`config.mk`:
```
export PLATFORM = sky130hd
export DESIGN_NAME = cmi_rx_decode
export DESIGN_NICKNAME = d
export VERILOG_FILES = /design/src/rtl/cmi_rx_pkg.sv /design/src/rtl/cmi_pair_classify.sv /design/src/rtl/cmi_level_track.sv /design/src/rtl/cmi_out_stage.sv /design/src/rtl/cmi_rx_decode.sv
export SDC_FILE = /design/constraint.sdc
export NUM_CORES = 1
export LEC_CHECK = 0
export BUFFER_PORTS_ARGS = -buffer_cell sky130_fd_sc_hd__buf_2
export CORE_UTILIZATION = 30
export CTS_CLUSTER_SIZE = 25
export DETAILED_ROUTE_END_ITERATION = 8
export GPL_ROUTABILITY_DRIVEN = 0
export PLACE_DENSITY_LB_ADDON = 0.2
export SLEW_MARGIN = 20
export SYNTH_ARGS = -nofsm -noshare
export SYNTH_HDL_FRONTEND = slang
export SYNTH_SLANG_ARGS = --single-unit
```
`constraint.sdc`:
```
create_clock -name clk -period 1.36 [get_ports clk]
set_input_delay 0.068 -clock clk [delete_from_list [all_inputs] [get_ports clk]]
set_output_delay 0.068 -clock clk [all_outputs]
set_load 0.1 [all_outputs]
```
`src/rtl/cmi_rx_pkg.sv`:
```
package cmi_rx_pkg;
  typedef enum logic [1:0] {
    SYM_ZERO   = 2'd0,
    SYM_ONE_LO = 2'd1,
    SYM_ONE_HI = 2'd2,
    SYM_BADZ   = 2'd3
  } cmi_sym_e;
endpackage

```
`src/rtl/cmi_pair_classify.sv`:
```
module cmi_pair_classify
  import cmi_rx_pkg::*;
#(
  parameter int LANES = 4
) (
  input  logic [LANES-1:0]      first_i,
  input  logic [LANES-1:0]      second_i,
  output logic [LANES-1:0][1:0] sym_o
);
  for (genvar g = 0; g < LANES; g++) begin : g_lane
    always_comb begin
      unique case ({first_i[g], second_i[g]})
        2'b01:   sym_o[g] = SYM_ZERO;
        2'b00:   sym_o[g] = SYM_ONE_LO;
        2'b11:   sym_o[g] = SYM_ONE_HI;
        default: sym_o[g] = SYM_BADZ;
      endcase
    end
  end
endmodule

```
`src/rtl/cmi_level_track.sv`:
```
module cmi_level_track
  import cmi_rx_pkg::*;
#(
  parameter int LANES = 4
) (
  input  logic                  clk,
  input  logic                  rst_n,
  input  logic                  advance_i,
  input  logic                  clear_i,
  input  logic [LANES-1:0][1:0] sym_i,
  output logic [LANES-1:0]      viol_o
);
  logic ref_valid_q, ref_lvl_q;
  logic ref_valid_d, ref_lvl_d;

  always_comb begin
    logic v, l;
    v = ref_valid_q;
    l = ref_lvl_q;
    for (int i = 0; i < LANES; i++) begin
      viol_o[i] = 1'b0;
      unique case (cmi_sym_e'(sym_i[i]))
        SYM_ONE_LO: begin viol_o[i] = v && !l; v = 1'b1; l = 1'b0; end
        SYM_ONE_HI: begin viol_o[i] = v &&  l; v = 1'b1; l = 1'b1; end
        SYM_BADZ:   viol_o[i] = 1'b1;
        default:    viol_o[i] = 1'b0;
      endcase
    end
    ref_valid_d = v;
    ref_lvl_d   = l;
  end

  always_ff @(posedge clk or negedge rst_n) begin
    if (!rst_n) begin
      ref_valid_q <= 1'b0;
      ref_lvl_q   <= 1'b0;
    end else if (advance_i) begin
      if (clear_i) begin
        ref_valid_q <= 1'b0;
        ref_lvl_q   <= 1'b0;
      end else begin
        ref_valid_q <= ref_valid_d;
        ref_lvl_q   <= ref_lvl_d;
      end
    end
  end
endmodule

```
`src/rtl/cmi_out_stage.sv`:
```
module cmi_out_stage #(
  parameter int LANES = 4
) (
  input  logic             clk,
  input  logic             rst_n,
  input  logic             in_valid_i,
  output logic             in_ready_o,
  input  logic [LANES-1:0] data_i,
  input  logic [LANES-1:0] lcv_i,
  output logic             out_valid_o,
  input  logic             out_ready_i,
  output logic [LANES-1:0] data_o,
  output logic [LANES-1:0] lcv_o
);
  assign in_ready_o = !out_valid_o || out_ready_i;

  always_ff @(posedge clk or negedge rst_n) begin
    if (!rst_n) begin
      out_valid_o <= 1'b0;
      data_o      <= '0;
      lcv_o       <= '0;
    end else if (in_ready_o) begin
      out_valid_o <= in_valid_i;
      if (in_valid_i) begin
        data_o <= data_i;
        lcv_o  <= lcv_i;
      end
    end
  end
endmodule

```
`src/rtl/cmi_rx_decode.sv`:
```
module cmi_rx_decode
  import cmi_rx_pkg::*;
#(
  parameter int LANES = 4
) (
  input  logic             clk,
  input  logic             rst_n,
  input  logic             cmi_en,
  input  logic             los,
  input  logic             in_valid,
  output logic             in_ready,
  input  logic [LANES-1:0] in_first,
  input  logic [LANES-1:0] in_second,
  output logic             out_valid,
  input  logic             out_ready,
  output logic [LANES-1:0] out_data,
  output logic [LANES-1:0] out_lcv
);
  logic [LANES-1:0][1:0] sym;
  logic [LANES-1:0]      viol;
  logic [LANES-1:0]      cmi_bits;
  logic [LANES-1:0]      data_d, lcv_d;
  logic                  accept;

  assign accept = in_valid && in_ready;

  cmi_pair_classify #(.LANES(LANES)) cls_i (
    .first_i (in_first),
    .second_i(in_second),
    .sym_o   (sym)
  );

  cmi_level_track #(.LANES(LANES)) trk_i (
    .clk      (clk),
    .rst_n    (rst_n),
    .advance_i(accept),
    .clear_i  (!cmi_en || los),
    .sym_i    (sym),
    .viol_o   (viol)
  );

  for (genvar g = 0; g < LANES; g++) begin : g_bit
    assign cmi_bits[g] = (cmi_sym_e'(sym[g]) == SYM_ONE_LO) ||
                         (cmi_sym_e'(sym[g]) == SYM_ONE_HI);
  end

  always_comb begin
    if (los) begin
      data_d = '0;
      lcv_d  = '0;
    end else if (cmi_en) begin
      data_d = cmi_bits;
      lcv_d  = viol;
    end else begin
      data_d = in_first;
      lcv_d  = '0;
    end
  end

  cmi_out_stage #(.LANES(LANES)) out_i (
    .clk        (clk),
    .rst_n      (rst_n),
    .in_valid_i (in_valid),
    .in_ready_o (in_ready),
    .data_i     (data_d),
    .lcv_i      (lcv_d),
    .out_valid_o(out_valid),
    .out_ready_i(out_ready),
    .data_o     (out_data),
    .lcv_o      (out_lcv)
  );
endmodule

```
* Yosys cells after proc, flatten, opt, wreduce, memory -nomap -nowiden
Index checks and enable logic that the tools add are counted.
Cells by class: equal/unequal tests 20, reduce and logical (&&, ||, !) cells 30, multiplexer cells 22
Operators by type and width (number):
- $eq 2x2->1 const B | 12
- $pmux 2 s3 | 4
- $eq 2x1->1 const B | 8
- $mux 4 | 4
- $pmux 1 s3 | 4
- $logic_and 1x1->1 | 9
- $logic_not 2->1 | 4
- $pmux 1 s2 | 4
- $reduce_or 2->1 | 4
- $logic_not 1->1 | 6
- $logic_or 1x1->1 | 6
- $mux 1 | 6
- $reduce_and 2->1 | 1
Word-level totals: input port bits 14, flip-flop bits (word level) 11, output and inout bits 10

* Longest topological paths before layout
Gate-level depths: netlist of run 1.
depth after elaboration 11, depth in mapped cells 7

* By module
A second synthesis of run 1 with hierarchy kept.
Second synthesis, totals: cells, all modules 107, area, all modules 1042.2 um^2
Modules (own cells, without submodules):
- cmi_level_track | times used 1, area an instance 486.7 um^2, cells an instance 59, sequential area each 50.0 um^2
- cmi_out_stage | times used 1, area an instance 385.4 um^2, cells an instance 20, sequential area each 225.2 um^2
- cmi_rx_decode | times used 1, area an instance 140.1 um^2, cells an instance 20, sequential area each 0.0 um^2
- cmi_pair_classify | times used 1, area an instance 30.0 um^2, cells an instance 8, sequential area each 0.0 um^2

* Least setup slack after synthesis of run 1
OpenSTA, ideal clock, no wires.
path type register to register, from reg out_i.out_valid_o, to reg out_i.lcv_o[3], data required time 1256 ps, path buffers 1, clock period less this slack 2764 ps, data arrival time 2661 ps, stages on the path, launching flop included 6, path slack -1404 ps, path through dfrtp_1 nand2b_1 nand2_1 clkbuf_1 a2bb2oi_1 o41ai_2
On the way: cells in the longest elaborated chain, start to end 3
RTL lines:
- start: declaration | line cmi_out_stage.sv:10 | output logic out_valid_o,
- start signal: assignment | line cmi_out_stage.sv:23 | out_valid_o <= in_valid_i;
- $logic_not 1->1 | line cmi_out_stage.sv:15 | assign in_ready_o = !out_valid_o || out_ready_i;
- $logic_or 1x1->1 | line cmi_out_stage.sv:15
- named net in_ready | line cmi_rx_decode.sv:11 | output logic in_ready,
- $reduce_and 2->1 (no line)
- end signal: assignment | line cmi_out_stage.sv:26 | lcv_o <= lcv_i;
- end: declaration | line cmi_out_stage.sv:13 | output logic [LANES-1:0] lcv_o
The timed path passes the listed nets, and every way through them passes these cells. A chain may end at the register's enable or synchronous reset.

* Worst setup path after layout of run 1
from reg trk_i.ref_lvl_q, to reg out_i.lcv_o[2]
On the way: cells in the longest elaborated chain, start to end 7, elaborated cells between the ends (all ways) 8
RTL lines:
- start: declaration | line cmi_level_track.sv:13 | logic ref_valid_q, ref_lvl_q;
- start signal: assignment | line cmi_level_track.sv:43 | ref_lvl_q <= ref_lvl_d;
- $pmux 1 s2 * (2 in a row) | line cmi_level_track.sv:22 | unique case (cmi_sym_e'(sym_i[i]))
- $logic_not 1->1 | line cmi_level_track.sv:23 | SYM_ONE_LO: begin viol_o[i] = v && !l; v = 1'b1; l = 1'b0; end
- $logic_and 1x1->1 | line cmi_level_track.sv:23
- $pmux 1 s3 * | line cmi_level_track.sv:22
- $mux 4 * | line cmi_rx_decode.sv:51 | end else if (cmi_en) begin
- $mux 4 * | line cmi_rx_decode.sv:48 | if (los) begin
Mark *: on every way between the ends. The rest lies on a longest branch, timed or not.

==> impl_results.md, run 1 <==
- Routed vias: 741
- Final Hold Fails: 0
- Worst hold margin: 28.4 ps
- H-tree Lvls: 1
- Sequential area share after synthesis: 0.319
- Initial antenna violation count: 0
- Status: finished, final reports clean
- Clk root buf: clkbuf_4
- Slew Limit Fails: 0
- Ys Warns: 0
- Multi-input logic area: 567 sq um
- Final net count: 151
- # fillers: 266
- # setup viols final: 0
- Pwr/cell area: 962 mW/mm^2
- GRT Util Overall: 0.138
- Minimum clock period: 1340 ps
- Setup slack at placement: -191 ps
- CTS Buffer Depth: 2
- Worst setup SP type: flip-flop
- Area contributors post-synth: dfrtp_1, ha_1, o31ai_1
- Initial Util: 0.316
- Mean area per synthesized cell: 9.92 sq um
- Overall die area: 0.00310 sq mm
- Rel. slew slack: 0.679
- PortBufs: 23
- First-pass GRT wire length: 3290 um
- Dpl hpwl: 1540 um
- Routed Antenna Nets: 0
- Wire per inst: 12.3 um
- Setup Buffers After CTS: 0
- Area leader, netlist: dfrtp_1
- Fraction of layout cells with a size suffix above 1: 0.395
- Syn Std Cell Area: 863 sq um
- Max IR drop VDD: 0.618 mV
- Critical Path Sink Type: flip-flop
- RSZ-0062 raised after global routing: yes
- Sequential cell area: 279 sq um
- Asr flop ratio synth: 1.00
- Clock Latency Late Sink: 270 ps
- Most instantiated cells after synthesis: ha_1, dfrtp_1, inv_1
- Synth Register Bits: 11
- Vias in the first global route: 750
- Crit path largest cell delay: 380 ps
- Post-synth EDFFs: 0
- Critical path required time: 1520 ps
- Most used DFF post-synth: dfrtp_1
- Final Skew: 6.80 ps
- Largest net degree at the start of global routing: 12
- Placeable Area: 0.00273 sq mm
- Via/cell ratio: 4.78
- Iter 0 DRT Violations: 12
- Final worst-path cycle share: 0.988
- Setup TNS: 0 ps
- Fmax: 744 MHz
- Hold crit path type: in2reg
- Slowest CP cell: dfrtp_1
- TritonCTS Sinks: 11
- Worst Path Max Fanout: 3
- Gr ovfl total: 0
- WL final: 1900 um
- TritonCTS clock tree: built
- Setup WS post-layout: 15.8 ps
- Worst slew pin tran: 485 ps
- Crit path cell chain: mux2_4, mux2i_4, xor2_1, a221o_1
- Design Power: 1.14 mW
- Area Overhead vs Synth: 37.0%
- Yosys cell types: 33
- Remaining routing DRC violations: 0
- Synthesized Nets: 113
- Die Span X: 55.6 um
- Cts repair resizes: 0
- Rows: 19
- Total CTS buffers: 3
- Synth top area share: 0.319
- Boundary pin count: 24
- Final instance area: 0.00118 sq mm
- Crit Path Class: reg2reg
- Most frequent cell after synthesis: ha_1
- DRT Pass-1 Iters: 4
- Clock transition at the registers of the reported paths: 80 ps
- Max cap viols: 0
- Leakage power total: 0.621 nW
- Die Span Y: 55.6 um
- Ant. Diodes: 0
- Post-place instance area: 0.00115 sq mm
- Gate Count Post-Synth: 87
- Arrival @ worst endpoint: 1510 ps
## state kept, by name, indices dropped and copies added, names as in the netlist
| name | flops |
|---|---|
| trk_i.ref_lvl_q | 1 |
| out_i.data_o | 4 |
| trk_i.ref_valid_q | 1 |
| out_i.out_valid_o | 1 |
| out_i.lcv_o | 4 |
## layer usage
layer | up-vias | share of wire | global-route usage
met4 | 0 | 0.022 | 0.0750
met5 | - | 0 | 0
met3 | 4 | 0.040 | 0.0279
li1 | 381 | - | -
met2 | 23 | 0.46 | 0.222
met1 | 333 | 0.48 | 0.174
## kinds of logic after synthesis
group                      count (synthesis)  share of synthesized area
AOI/OAI and AO/OA                         19                      0.175
muxes                                      6                     0.0898
DFF                                       11                      0.319
and+or+nand+nor                           21                      0.130
xor gates and xnor gates                   4                     0.0406
adders and majority gates                 12                      0.174
buffers and inverters                     14                     0.0710
## area by class of cell
type	instances	share of cell area
multi-input cells	62	0.479
flip-flops and latches	11	0.236
repair buffers	36	0.195
inverters	11	0.0349
well taps	31	0.0328
clock buffers	4	0.0222
## timing repair
| action | in CTS | in global routing |
|---|---|---|
| setup endpoints to repair | 0 | 2 |
| hold buffers | 1 | 0 |
| hold endpoints to repair | 11 | 0 |
## power breakdown
| group | internal, mW | total (mW) | switching (mW) |
|---|---|---|---|
| Combinational | 0.166 | 0.523 | 0.356 |
| Clock | 0.114 | 0.236 | 0.122 |
| Sequential | 0.359 | 0.379 | 0.0192 |
## path summary, 6_finish.rpt
kind	startpoint	to	slack (ps)	depth (start not counted)
min reg2reg	out_i.data_o[2]	out_i.data_o[2]	480	2
max in group asynchronous	rst_n	out_i.out_valid_o	940	2
max	trk_i.ref_lvl_q	out_i.lcv_o[2]	20	4
min in group asynchronous	rst_n	out_i.data_o[2]	180	2
min	los	out_i.data_o[3]	30	2
max reg2reg	trk_i.ref_lvl_q	out_i.lcv_o[2]	20	4
## cells in the final DEF, fill, tap and decap left out, types with 2 or more instances in the layout
cell	count
inv_1	11
buf_4	12
o31ai_1	6
clkbuf_4	3
a21oi_1	3
a31oi_1	2
dfrtp_1	10
buf_2	22
nand2_1	8
mux2i_1	4
ha_1	12
xnor2_1	3
## worst max-delay path: cells and delay by family (launching register included)
| kind | cells | cell delay [ps] |
|---|---|---|
| compound gates | 1 | 290 |
| xor+xnor | 1 | 100 |
| mux | 2 | 470 |
| flops | 1 | 380 |
## through the flow
| step | util | cells |
|---|---|---|
| final | 0.432 | 155 |
| after global routing | 0.432 | 155 |
| after CTS | 0.432 | 155 |
| after detailed placement | 0.419 | 150 |
| after global placement | 0.419 | 150 |
| after floorplan | - | 87 |
Note: power is estimated with default switching activity, not from simulation.
==> inputs of run 2 (changes only) <==
==> constraint.sdc (replaced) <==
create_clock -name clk -period 1.36 [get_ports clk]
set_input_delay 0.068 -clock clk [delete_from_list [all_inputs] [get_ports clk]]
set_output_delay 0.068 -clock clk [all_outputs]
set_load 0.005 [all_outputs]
==> run 2 against run 1 <==
Via count up 2.3%. Final cell count is 0.65% higher. First-iteration DRC count fell by 58%. Hold slack improved by 3.6 ps. Critical path depth unchanged. Critical path type unchanged. Highest routed layer unchanged.
==> impl_results.md, run 2 (synthesized netlist as in run 1, its figures left out) <==
- Status: finished, final reports clean
- Slowest CP cell: dfrtp_1
- Largest net degree at the start of global routing: 12
- Worst Path Max Fanout: 3
- Fmax: 739 MHz
- Rel. slew slack: 0.804
- Crit Path Class: reg2reg
- Rows: 19
- Hold crit path type: in2reg
- Clock transition at the registers of the reported paths: 80 ps
- Final Skew: 4.08 ps
- TritonCTS Sinks: 11
- Sw power: 0.282 mW
- RSZ-0062 raised after global routing: yes
- Busiest layer in global routing: met2
- Initial Util: 0.316
- Arrival @ worst endpoint: 1510 ps
- Setup WS post-layout: 6.02 ps
- Placeable Area: 0.00273 sq mm
- Routed Antenna Nets: 0
- Crit path cell chain: mux2_4, mux2i_4, xor2_1, a221o_1
- Most common cell after layout, fill and taps aside: buf_2
- Vias in the first global route: 742
- Sw frac: 0.308
- Setup Buffers After CTS: 0
- Gr ovfl total: 0
- Slew Limit Fails: 0
- CTS Buffer Depth: 2
- Clk pwr share: 0.251
- Critical path required time: 1510 ps
- Initial antenna violation count: 0
- Final net count: 152
- Clock Latency Late Sink: 260 ps
- Commonest cells after routing, fill and taps aside: buf_2, buf_4, ha_1, dfrtp_1, inv_1
- Die Span Y: 55.6 um
- Pwr/cell area: 791 mW/mm^2
- Hold depth: 2
- Via/cell ratio: 4.86
- Boundary pin count: 24
- Clk root buf: clkbuf_4
- Overall die area: 0.00310 sq mm
- TritonCTS clock tree: built
- Worst setup SP type: flip-flop
- Max IR drop VDD: 0.452 mV
- Minimum clock period: 1350 ps
- GR Util met3: 0.0465
- Ant. Diodes: 0
- Max cap viols: 0
- Crit path largest cell delay: 380 ps
- P_int: 0.632 mW
- # fillers: 275
- Final worst-path cycle share: 0.996
- Die Span X: 55.6 um
- Remaining routing DRC violations: 0
- Design Power: 0.914 mW
- GRT Util Overall: 0.136
- Largest regs: out_i.data_o x4, out_i.lcv_o x4
- First-pass GRT wire length: 3270 um
- Dpl hpwl: 1530 um
- Total CTS buffers: 3
- Combinational share of power: 0.337
- Cells on worst reg2reg path: 4
- Final Hold Fails: 0
- PortBufs: 23
- # setup viols final: 0
- Routed vias: 758
- Area Overhead vs Synth: 33.8%
- H-tree Lvls: 1
- Setup slack at placement: -179 ps
- Met2 track demand over resource: 0.207
- Leakage power total: 0.609 nW
- Critical Path Sink Type: flip-flop
- Iter 0 DRT Violations: 5
- Wire per inst: 12.2 um
- WL final: 1900 um
- Worst slew pin tran: 292 ps
- Reg power frac: 0.412
- DRT Pass-1 Iters: 4
- Met1 Usage GRT: 0.176
- Fraction of layout cells with a size suffix above 1: 0.368
- Worst hold margin: 32.0 ps
==> run 2: changes by cell type in the layout (fill, tap and decap cells not counted), sizes merged <==
cell / before / now
buf: 35 / 36
==> run 2: worst paths after layout <==
| check | start | end | slack (ps) |
|---|---|---|---|
| max | trk_i.ref_lvl_q | out_i.lcv_o[2] | 6 |
| min | in_valid | out_i.out_valid_o | 30 |
| max reg2reg | trk_i.ref_lvl_q | out_i.lcv_o[2] | 6 |
| min reg2reg | out_i.lcv_o[0] | out_i.lcv_o[0] | 480 |
| max in group asynchronous | rst_n | trk_i.ref_valid_q | 940 |
| min in group asynchronous | rst_n | out_i.data_o[2] | 200 |
==> run 2: through the flow <==
step	util	instances	TNS (ps)	instance area, sq um
after floorplan	-	87	-59.6	883
after global placement	0.408	151	-339	1110
after detailed placement	0.408	151	-447	1110
after CTS	0.421	156	0	1150
after global routing	0.422	156	-90.7	1150
final	0.422	156	0	1150
==> run 2: power by group through the flow <==
stage                     sequential, mW  clock [mW]  combinational, mW
final                              0.376       0.229              0.308
after detailed placement           0.384           0              0.306
after global placement             0.382           0              0.302
after floorplan                    0.386           0              0.170
after global routing               0.380       0.263              0.343
after CTS                          0.377       0.238              0.309
==> run 2: final cells by class <==
type	count	area (sq um)	share of cell area
Multi-Input combinational cell	62	539	0.467
Sequential cell	11	275	0.238
Timing Repair Buffer	37	226	0.196
Inverter	11	48.8	0.0423
Tap cell	31	38.8	0.0336
Clock buffer	4	26.3	0.0228
==> run 2: critical path: cells and delay by family, from the launching register on <==
family	cells	cell delay, ps
mux	2	460
flops	1	380
compound gates	1	300
xor+xnor	1	90
==> run 2: repair_timing <==
action,in CTS,in global routing
pin swaps,2,1
hold buffers,1,0
setup endpoints to repair,1,2
gates resized for setup,0,1
endpoints found under the hold margin,11,0
==> run 2: per-layer routing <==
layer | vias up | wire (um)
li1 | 380 | -
met1 | 357 | 906
met2 | 19 | 864
met3 | 2 | 110
met4 | 0 | 19
met5 | - | 0
==> inputs of run 3 (changes only) <==
==> constraint.sdc (replaced) <==
create_clock -name clk -period 1.36 [get_ports clk]
set_input_delay 0.272 -clock clk [delete_from_list [all_inputs] [get_ports clk]]
set_output_delay 0.272 -clock clk [all_outputs]
set_load 0.005 [all_outputs]
==> run 3 against run 2 <==
Combinational power is 6.5% higher. Die area is the same. Count of clock-buffer cells in the layout unchanged. Register-to-register slack about the same. Clock power about the same. Critical path type is now in2reg. Largest cell class unchanged. Highest routed layer unchanged.
==> impl_results.md, run 3 (synthesized netlist as in run 1, its figures left out) <==
- Status: finished, final reports clean
- Remaining routing DRC violations: 0
- Critical path required time: 1520 ps
- Wire per inst: 11.9 um
- Clock transition at the registers of the reported paths: 70 ps
- # setup viols final: 0
- Worst slew pin tran: 265 ps
- Minimum clock period: 1360 ps
- Overall die area: 0.00310 sq mm
- Die Span X: 55.6 um
- First-pass GRT wire length: 3540 um
- Dpl hpwl: 1620 um
- H-tree Lvls: 1
- Clk root buf: clkbuf_4
- Multi-input logic area: 548 sq um
- # fillers: 283
- Commonest cells after routing, fill and taps aside: buf_2, buf_4, ha_1, dfrtp_1, inv_1
- Sequential cell area: 275 sq um
- Pwr/cell area: 767 mW/mm^2
- Placeable Area: 0.00273 sq mm
- Most common cell after layout, fill and taps aside: buf_2
- WL final: 1930 um
- Final worst-path cycle share: 0.999
- Initial antenna violation count: 0
- Via/cell ratio: 4.78
- Fraction of layout cells with a size suffix above 1: 0.412
- Setup slack at placement: -395 ps
- Area Overhead vs Synth: 41.0%
- Gr ovfl total: 0
- Worst setup SP type: input pin
- Largest regs: out_i.data_o x4, out_i.lcv_o x4
- Die Span Y: 55.6 um
- Final Skew: 1.34 ps
- PortBufs: 23
- Hold crit path type: in2reg
- Arrival @ worst endpoint: 1520 ps
- Routed vias: 775
- Vias in the first global route: 806
- Initial Util: 0.316
- Setup TNS: 0 ps
- Worst Path Max Fanout: 3
- Max cap viols: 0
- Clock Latency Late Sink: 270 ps
- GRT Util Overall: 0.148
- Rel. slew slack: 0.821
- Leakage power total: 0.642 nW
- Slew Limit Fails: 0
- TritonCTS Sinks: 11
- Boundary pin count: 24
- Iter 0 DRT Violations: 11
- Max IR drop VDD: 0.506 mV
- Largest net degree at the start of global routing: 12
- Critical Path Sink Type: flip-flop
- Total CTS buffers: 3
- RSZ-0062 raised after global routing: yes
- TritonCTS clock tree: built
- Final net count: 158
- Fmax: 736 MHz
- DRT Pass-1 Iters: 4
- Rows: 19
- Setup WS post-layout: 1.24 ps
- CTS Buffer Depth: 2
- Final Hold Fails: 0
- Ant. Diodes: 0
- Routed Antenna Nets: 0
- Crit Path Class: in2reg
- Setup Buffers After CTS: 0
run 3: repair_timing:
item | in CTS | in global routing
hold endpoints to repair | 11 | 0
hold buffers | 1 | 0
gates resized for setup | 4 | 2
endpoints found under the setup margin | 2 | 4
pin swaps | 2 | 0
run 3: where the power goes:
part / switching [mW] / internal, mW
clock: 0.116 / 0.114
combinational: 0.150 / 0.178
sequential: 0.0181 / 0.358
run 3: layer usage:
metal | global-route usage | up-vias | part of all wire
li1 | - | 391 | -
met3 | 0.0233 | 4 | 0.027
met4 | 0.0750 | 0 | 0.020
met5 | 0 | - | 0
met2 | 0.250 | 17 | 0.51
met1 | 0.184 | 363 | 0.44
run 3: per-stage QoR:
step / instance area, sq um / power (mW) / hold WS [ps] / utilization / cells
2_1_floorplan: 883 / 0.556 / -23.6 / - / 87
6_report: 1220 / 0.934 / 237 / 0.445 / 162
5_1_grt: 1220 / 1.02 / 244 / 0.445 / 162
3_3_place_gp: 1160 / 0.700 / 157 / 0.424 / 157
4_1_cts: 1210 / 0.950 / 232 / 0.442 / 162
3_5_place_dp: 1160 / 0.708 / 160 / 0.424 / 157
run 3: area by class of cell:
class	instances	area share
clock buffer	4	0.0216
inverter	11	0.0401
multi-input combinational	62	0.450
sequential	11	0.226
tap	31	0.0319
timing repair buffer	43	0.230
run 3: worst paths after layout:
kind                       depth (start not counted)  slack (ps)       startpoint                 to
max in group asynchronous                          2         760            rst_n  trk_i.ref_valid_q
min reg2reg                                        2         470  out_i.data_o[2]    out_i.data_o[2]
min in group asynchronous                          2         400            rst_n    out_i.data_o[1]
max reg2reg                                        4          10  trk_i.ref_lvl_q     out_i.lcv_o[2]
max                                                7           1      in_first[0]     out_i.lcv_o[2]
min                                                2         240              los    out_i.data_o[2]
run 3: worst max-delay path, stage by stage:
cell and delay, ps:
buf_6 100, inv_8 30, ha_4 250, mux2_4 300
mux2i_4 170, xor2_1 90, a221o_1 300
